==> src/rtl/strap_boot_pkg.sv <==
package strap_boot_pkg;

    // Pin slots shared by the strap inputs and the status outputs.
    localparam int PIN_CNT  = 3;
    localparam int PIN_ORATE = 0;  // strap: output rate, later tracking flag
    localparam int PIN_IRATE = 1;  // strap: input rate, later loss-of-lock flag
    localparam int PIN_TEST  = 2;  // strap: test enable, later input-one-valid

    typedef enum logic {
        IN_RATE_8K  = 1'b0,
        IN_RATE_25M = 1'b1
    } in_rate_e;

    typedef enum logic {
        OUT_RATE_125M = 1'b0,
        OUT_RATE_156M = 1'b1
    } out_rate_e;

    typedef struct packed {
        logic      test_en;
        out_rate_e out_rate;
        in_rate_e  in_rate;
    } strap_cfg_t;

    function automatic strap_cfg_t decode_straps(input logic [PIN_CNT-1:0] raw);
        strap_cfg_t c;
        c.in_rate  = raw[PIN_IRATE] ? IN_RATE_25M : IN_RATE_8K;
        c.out_rate = raw[PIN_ORATE] ? OUT_RATE_156M : OUT_RATE_125M;
        c.test_en  = raw[PIN_TEST];
        return c;
    endfunction

endpackage

==> src/rtl/sb_rst_sync.sv <==
module sb_rst_sync #(
    parameter int STAGES = 2
) (
    input  logic clk,
    input  logic rst_n_pad,
    output logic rst_n_sync,
    output logic release_pulse
);
    typedef struct packed {
        logic [STAGES-1:0] chain;
    } sync_state_t;

    sync_state_t st_d, st_q;

    always_comb begin
        st_d = st_q;
        st_d.chain = {st_q.chain[STAGES-2:0], 1'b1};
    end

    always_ff @(posedge clk or negedge rst_n_pad) begin
        if (!rst_n_pad) begin
            st_q <= '0;
        end else begin
            st_q <= st_d;
        end
    end

    assign rst_n_sync    = st_q.chain[STAGES-1];
    // High during the cycle whose closing edge releases the synchronised reset.
    assign release_pulse = st_q.chain[STAGES-2] & ~st_q.chain[STAGES-1];
endmodule

==> src/rtl/sb_strap_latch.sv <==
module sb_strap_latch
    import strap_boot_pkg::*;
(
    input  logic               clk,
    input  logic               rst_n_pad,
    input  logic               capture,
    input  logic [PIN_CNT-1:0] pin_in,
    output strap_cfg_t         cfg
);
    typedef struct packed {
        logic [PIN_CNT-1:0] raw;
    } latch_state_t;

    latch_state_t st_d, st_q;

    always_comb begin
        st_d = st_q;
        if (capture) begin
            st_d.raw = pin_in;
        end
    end

    always_ff @(posedge clk or negedge rst_n_pad) begin
        if (!rst_n_pad) begin
            st_q <= '0;
        end else begin
            st_q <= st_d;
        end
    end

    assign cfg = decode_straps(st_q.raw);
endmodule

==> src/rtl/sb_pin_ctrl.sv <==
module sb_pin_ctrl
    import strap_boot_pkg::*;
(
    input  logic               clk,
    input  logic               rst_n,
    input  logic [PIN_CNT-1:0] stat_in,
    output logic [PIN_CNT-1:0] pin_out,
    output logic [PIN_CNT-1:0] pin_oe
);
    typedef struct packed {
        logic               drive;
        logic [PIN_CNT-1:0] stat;
    } pin_state_t;

    pin_state_t st_d, st_q;

    always_comb begin
        st_d       = st_q;
        // First enabled edge turns the drivers on; the cycle before it is the gap.
        st_d.drive = 1'b1;
        st_d.stat  = stat_in;
    end

    always_ff @(posedge clk or negedge rst_n) begin
        if (!rst_n) begin
            st_q <= '0;
        end else begin
            st_q <= st_d;
        end
    end

    for (genvar g = 0; g < PIN_CNT; g++) begin : g_pin
        assign pin_oe[g]  = st_q.drive;
        assign pin_out[g] = st_q.drive & st_q.stat[g];
    end
endmodule

==> src/rtl/sb_ready_timer.sv <==
module sb_ready_timer #(
    parameter int READY_CYCLES = 12_500_000
) (
    input  logic clk,
    input  logic rst_n,
    output logic ready
);
    localparam int CNT_W = $clog2(READY_CYCLES + 1);
    localparam logic [CNT_W-1:0] LAST = CNT_W'(READY_CYCLES - 1);

    typedef struct packed {
        logic [CNT_W-1:0] cnt;
        logic             done;
    } timer_state_t;

    timer_state_t st_d, st_q;

    always_comb begin
        st_d = st_q;
        if (!st_q.done) begin
            st_d.cnt = st_q.cnt + 1'b1;
            if (st_q.cnt == LAST) begin
                st_d.done = 1'b1;
            end
        end
    end

    always_ff @(posedge clk or negedge rst_n) begin
        if (!rst_n) begin
            st_q <= '0;
        end else begin
            st_q <= st_d;
        end
    end

    assign ready = st_q.done;
endmodule

==> src/rtl/strap_boot_ctrl.sv <==
module strap_boot_ctrl
    import strap_boot_pkg::*;
#(
    parameter int SYNC_STAGES  = 2,
    parameter int READY_CYCLES = 12_500_000
) (
    input  logic clk,
    input  logic rst_n_pad,
    input  logic cfg0_in,
    input  logic cfg1_in,
    input  logic tst_in,
    input  logic trk_stat,
    input  logic lol_stat,
    input  logic ic1_ok_stat,
    output logic cfg0_out,
    output logic cfg0_oe,
    output logic cfg1_out,
    output logic cfg1_oe,
    output logic tst_out,
    output logic tst_oe,
    output logic in_rate_hi,
    output logic out_rate_hi,
    output logic test_mode,
    output logic rst_n_sync,
    output logic ready
);
    logic               rel_pulse;
    logic [PIN_CNT-1:0] pins_raw;
    logic [PIN_CNT-1:0] stat_vec;
    logic [PIN_CNT-1:0] drv_val;
    logic [PIN_CNT-1:0] drv_en;
    strap_cfg_t         cfg;

    assign pins_raw[PIN_ORATE] = cfg0_in;
    assign pins_raw[PIN_IRATE] = cfg1_in;
    assign pins_raw[PIN_TEST]  = tst_in;

    assign stat_vec[PIN_ORATE] = trk_stat;
    assign stat_vec[PIN_IRATE] = lol_stat;
    assign stat_vec[PIN_TEST]  = ic1_ok_stat;

    sb_rst_sync #(.STAGES(SYNC_STAGES)) u_sync (
        .clk           (clk),
        .rst_n_pad     (rst_n_pad),
        .rst_n_sync    (rst_n_sync),
        .release_pulse (rel_pulse)
    );

    sb_strap_latch u_latch (
        .clk       (clk),
        .rst_n_pad (rst_n_pad),
        .capture   (rel_pulse),
        .pin_in    (pins_raw),
        .cfg       (cfg)
    );

    sb_pin_ctrl u_pins (
        .clk     (clk),
        .rst_n   (rst_n_sync),
        .stat_in (stat_vec),
        .pin_out (drv_val),
        .pin_oe  (drv_en)
    );

    sb_ready_timer #(.READY_CYCLES(READY_CYCLES)) u_timer (
        .clk   (clk),
        .rst_n (rst_n_sync),
        .ready (ready)
    );

    assign in_rate_hi  = (cfg.in_rate == IN_RATE_25M);
    assign out_rate_hi = (cfg.out_rate == OUT_RATE_156M);
    assign test_mode   = cfg.test_en;

    assign cfg0_out = drv_val[PIN_ORATE];
    assign cfg1_out = drv_val[PIN_IRATE];
    assign tst_out  = drv_val[PIN_TEST];
    assign cfg0_oe  = drv_en[PIN_ORATE];
    assign cfg1_oe  = drv_en[PIN_IRATE];
    assign tst_oe   = drv_en[PIN_TEST];
endmodule

==> config.mk <==
export PLATFORM = sky130hd
export DESIGN_NAME = strap_boot_ctrl
export DESIGN_NICKNAME = d
export VERILOG_FILES = /design/src/rtl/strap_boot_pkg.sv /design/src/rtl/sb_rst_sync.sv /design/src/rtl/sb_strap_latch.sv /design/src/rtl/sb_pin_ctrl.sv /design/src/rtl/sb_ready_timer.sv /design/src/rtl/strap_boot_ctrl.sv
export SDC_FILE = /design/constraint.sdc
export NUM_CORES = 1
export LEC_CHECK = 0
export ABC_AREA = 0
export CAP_MARGIN = 20
export CORE_MARGIN = 8
export CORE_UTILIZATION = 51
export DETAILED_ROUTE_END_ITERATION = 12
export GPL_TIMING_DRIVEN = 0
export HOLD_SLACK_MARGIN = 0.02
export PLACE_DENSITY = 0.83
export SKIP_LAST_GASP = 1
export SYNTH_ARGS = -nofsm -noshare
export SYNTH_HDL_FRONTEND = slang
export SYNTH_SLANG_ARGS = --single-unit
==> constraint.sdc <==
create_clock -name clk -period 3.8 [get_ports clk]
set_input_delay 1.14 -clock clk [delete_from_list [all_inputs] [get_ports clk]]
set_output_delay 1.14 -clock clk [all_outputs]
set_load 0.02 [all_outputs]
## After elaboration in Yosys (flattened, before gate mapping)

Cells that the tools add are included.

- Muxes and demuxes: 4
- Bitwise logic cells: 5
- $add $sub $neg: 1
- Equal/unequal tests: 1

Operator list:

| kind | number |
|---|---|
| 24-bit by 1-bit adder with 24-bit output (second input constant) | 1 |
| 24-bit == test (second input constant) | 1 |
| 1-bit AND | 4 |
| 1-bit 2-to-1 mux | 4 |
| 1-bit inverter | 1 |

- Flip-flop bits (word level): 34
- Logic and storage cells: 17
- Output and inout bits: 11
- Input port bits: 8

## Longest topological paths before layout

- Depth in word-level cells: 3
- Depth in mapped cells: 5
- Gate-level depth less buffers: 5

## Cells and area by module

Synthesis repeated with hierarchy kept, for this count alone.

- Cell total of the unflattened synthesis: 115
- Area total of the unflattened synthesis: 1,465.2 µm²

By module, submodules not included:

| module | cells an instance | times used | area an instance (µm²) |
|---|---|---|---|
| sb_ready_timer | 94 | 1 | 1,143.6 |
| sb_pin_ctrl | 11 | 1 | 145.1 |
| sb_strap_latch | 6 | 1 | 108.9 |
| sb_rst_sync | 4 | 1 | 67.6 |

## Least setup slack after synthesis

OpenSTA, ideal clock, no wires.

- Path kind: register to output
- Start: register u_sync.st_q[1] (netlist bit)
- End: output port rst_n_sync
- Data arrival time: 1.049 ns
- Data required time: 2.660 ns
- Setup slack: 1.611 ns
- Cell stages (with the launch flop): 1
- Buffers on the path: 0
- Cell sequence: dfrtp_1

RTL lines:

| element | line | RTL |
|---|---|---|
| from (decl) | sb_rst_sync.sv:13 | `sync_state_t st_d, st_q;` |
| from (signal assigned) | sb_rst_sync.sv:24 | `st_q <= st_d;` |
| to (decl) | strap_boot_ctrl.sv:24 | `output logic rst_n_sync,` |

No word-level cell between the ends.

## Worst setup path in the final report

- Start: register u_sync.st_q[1] (netlist bit)
- End: output port rst_n_sync

No word-level cell between the ends.

==> Implementation_results.wiki <==
{| class="wikitable"
! Metric !! Value
|-
| Result of the run || complete, no violations
|-
| Number of pins exceeding their max-slew limit in the final report || 0
|-
| Crit path capture type || output port
|-
| Number of buffers inserted for hold repair after clock tree synthesis || 0
|-
| Leakage dissipation || 0.0008486 uW
|-
| Period minus WS final || 3.043 ns
|-
| CP Data Required Time || around 2.7 ns
|-
| Post-Syn Area || 1469 sq um
|-
| Number of synthesized flops with an enable pin || 0
|-
| Global-route wire length before repair || about 4500 microns
|-
| Number of antenna violations at the first check in global routing || 0
|-
| Number of nets in the layout || 150
|-
| Part of the Yosys area used for sequential elements || 0.5792
|-
| Worst setup slack after layout || approximately 0.76 ns
|-
| Remaining global-route overflow || 0
|-
| GP Congestion || ~0.84
|-
| Height of the chip || ~70 microns
|-
| Mapped Avg Cell Area || roughly 13 sq um
|-
| Gr usage total || 0.1159
|-
| Number of endpoints failing setup at the final stage || 0
|-
| DIE AREA || roughly 4900 sq um
|-
| Library cell contributing the largest single delay on the critical path || sky130_fd_sc_hd__dfrtp_1
|-
| Width of the die || 69.67 microns
|-
| Transition time at the pin with the least slew margin || about 0.74 ns
|-
| Top library cells by usage in the layout, fill and taps aside || sky130_fd_sc_hd__dfrtp_1 (34), sky130_fd_sc_hd__clkdlybuf4s50_1 (18), sky130_fd_sc_hd__xnor2_1 (17)
|-
| Setup TNS || 0 ns
|-
| Relative slew margins || 0.5052
|-
| Cells along the critical path || clkdlybuf4s50_1
|-
| Proportion of layout cells with a drive suffix above 1 || 0.1408
|-
| Biggest cell delay along the critical path || approximately 0.83 ns
|-
| Buffers inserted by post-CTS timing repair || 0
|-
| Synth-to-layout area growth || 21.29%
|-
| Worst-path fanout max || 19
|-
| Most instantiated flip-flop cell in the synthesis netlist || sky130_fd_sc_hd__dfrtp_1
|-
| Worst setup slack before clock tree synthesis || approximately 1.1 ns
|-
| Number of top-level design ports || 19
|-
| CTS buffer count || 5
|-
| Synth Warn # || 0
|-
| Register cell area after layout || roughly 850 sq um
|-
| Maximum operating frequency || 328.7 MHz
|-
| Sum of buffers and inverters on the critical path || 1
|-
| Multi-input logic area || around 600 sq um
|-
| DRT antenna net count || 0
|-
| Kind of start point of the critical path || flop
|-
| Worst vdd rail ir drop || 0.0002981 V
|-
| Number of max-capacitance violations reported || 0
|-
| Top cell type by total area after synthesis || sky130_fd_sc_hd__dfrtp_1
|-
| Total power per unit cell area || 380.5 nW/um^2
|-
| Count of vias placed by the detailed router || between 900 and 1000
|-
| Share of the cycle needed by the critical path after routing || 0.8007
|-
| Post-synth ARST share || 1.000
|-
| Summed area of non-filler cells in the final layout || around 1800 sq um
|-
| Vias in the first global route || around 1000
|-
| Ant diodes || 0
|-
| Count of fill cells added during filler insertion || about 220
|-
| Post-CTS clock slew at the launch and capture registers of the worst setup and hold paths || around 0.10 ns
|-
| Sink Count || 34
|-
| Class of the most critical setup path || reg -> out
|-
| Arrival time at the worst endpoint || 1.90 ns
|-
| Worst hold path type || reg -> async
|-
| Latest clock arrival within the worst-skew pair || 0.33 ns
|-
| Violation count after the first detailed-route iteration || 33
|-
| Number of unique standard cell types used by synthesis || 28
|-
| Residual DRC count || 0
|-
| CTS root buffer || sky130_fd_sc_hd__clkbuf_4
|-
| Standard-cell row count || 19
|-
| Gate Count Post-Synth || between 100 and 150
|-
| TritonCTS clock tree || done
|-
| PostCTS Resize Cnt || 0
|-
| Most common cell after layout, fill and taps aside || sky130_fd_sc_hd__dfrtp_1
|-
| Fin. Hold Viols || 0
|-
| Routed via count divided by cell count || 5.387
|-
| Top cells by area in the synthesized netlist || sky130_fd_sc_hd__dfrtp_1 (58%), sky130_fd_sc_hd__xnor2_1 (10%), sky130_fd_sc_hd__xor2_1 (3.6%)
|-
| Maximum count of clock buffers along a single path || 2
|-
| # port buffers || 18
|-
| Total length of routed wires || about 2600 microns
|-
| Number of synthesized register bits || 34
|-
| Synth top area share || 0.5792
|-
| Max H-tree Level || 2
|-
| Area inside the core boundary || between 2000 and 3000 sq um
|-
| CP top delay family || flip-flops
|-
| TritonRoute pass-1 iters || 4
|-
| Starting Density || 0.5327
|-
| Unrepaired setup endpoints after global routing || false
|-
| Placed inst area || 1707 sq um
|-
| Routed WL per cell || 14.75 microns
|-
| Post-DP HPWL || between 2000 and 2500 microns
|-
| Worst Skew || roughly 0.0063 ns
|-
| Maximum number of pins on one net before global-route repair || 20
|}
[state kept, by name, indices dropped and copies added (netlist names)]
signal and count:
u_latch.st_q 3, u_pins.st_q 3, u_timer.st_q 24, u_pins.pin_oe 1, u_sync.st_q 2, u_timer.ready 1
[metal layers]
layer | part of all wire | global-route usage
met3 | 0.085 | 0.07153
met2 | 0.49 | 0.1895
met4 | 0.013 | 0.05134
met5 | 0 | 0
met1 | 0.41 | 0.1145
[kinds of logic (layout without fill, tap and decap cells)]
logic type | after synthesis | count (layout) | synth area share
AO/OA/AOI/OAI | 1 | 1 | 0.006815
buffers and inverters | 4 | 31 | 0.01533
multiplexers | 4 | 4 | 0.03066
flip-flops | 34 | 34 | 0.5792
XOR/XNOR | 23 | 23 | 0.1371
other | 1 | 2 | 0.002553
AND/OR/NAND/NOR | 46 | 46 | 0.2198
adder cells (fa/ha/maj) | 1 | 1 | 0.008517
[synth_stat cells (2+ instances only)]
cell type                 number
sky130_fd_sc_hd__and3_1        3
sky130_fd_sc_hd__and2_1        4
sky130_fd_sc_hd__mux2_2        4
sky130_fd_sc_hd__nand3_1       7
sky130_fd_sc_hd__nand2_1       6
sky130_fd_sc_hd__xor2_1        6
sky130_fd_sc_hd__nor4_1        2
sky130_fd_sc_hd__nand4_1       6
sky130_fd_sc_hd__xnor2_1      17
sky130_fd_sc_hd__inv_1         2
sky130_fd_sc_hd__nor2_1        6
sky130_fd_sc_hd__buf_4         2
sky130_fd_sc_hd__dfrtp_1      34
[path summary, 6_finish.rpt]
| kind | startpoint | end | slack [ns] | cells past startpoint |
|---|---|---|---|---|
| hold reg to reg | u_sync.st_q[1] | u_timer.st_q[18] | 0.31 | 0 |
| max in group asynchronous | rst_n_pad | u_sync.st_q[1] | 2.60 | 1 |
| hold / removal | u_sync.st_q[1] | u_timer.st_q[18] | 0.31 | 0 |
| setup / recovery | u_sync.st_q[1] | rst_n_sync | 0.76 | 1 |
| setup reg to reg | u_timer.st_q[1] | u_timer.st_q[21] | 2.21 | 5 |
| min in group clk | u_sync.st_q[0] | u_sync.st_q[1] | 0.38 | 0 |
[metrics by stage]
step | cells | total power (uW) | hold slack (ns) | utilization
detailed placement | 165 | 434.4 | 0.3306 | 0.6189
floorplan | 115 | 403.5 | 0.3465 | -
global placement | 164 | 430.7 | 0.3533 | 0.6134
CTS | 173 | 688.5 | 0.3310 | 0.6461
finish | 173 | 678.0 | 0.3056 | 0.6461
global route | 173 | 706.0 | 0.3841 | 0.6461
[where the power goes]
part / switching, uW / total (uW) / internal [uW]
combinational: 21.6 / 49.5 / 27.8
sequential: 7.02 / 376 / 369
clock: 113 / 252 / 140
[layout make-up]
class | instances | area share
sequential | 34 | 0.4775
multi-input combinational | 77 | 0.3364
timing repair buffer | 19 | 0.1096
clock buffer | 7 | 0.02528
tap | 31 | 0.02177
clock inverter | 1 | 0.01685
buffer | 2 | 0.008427
inverter | 2 | 0.004213
(Power assumes the default switching activity.)
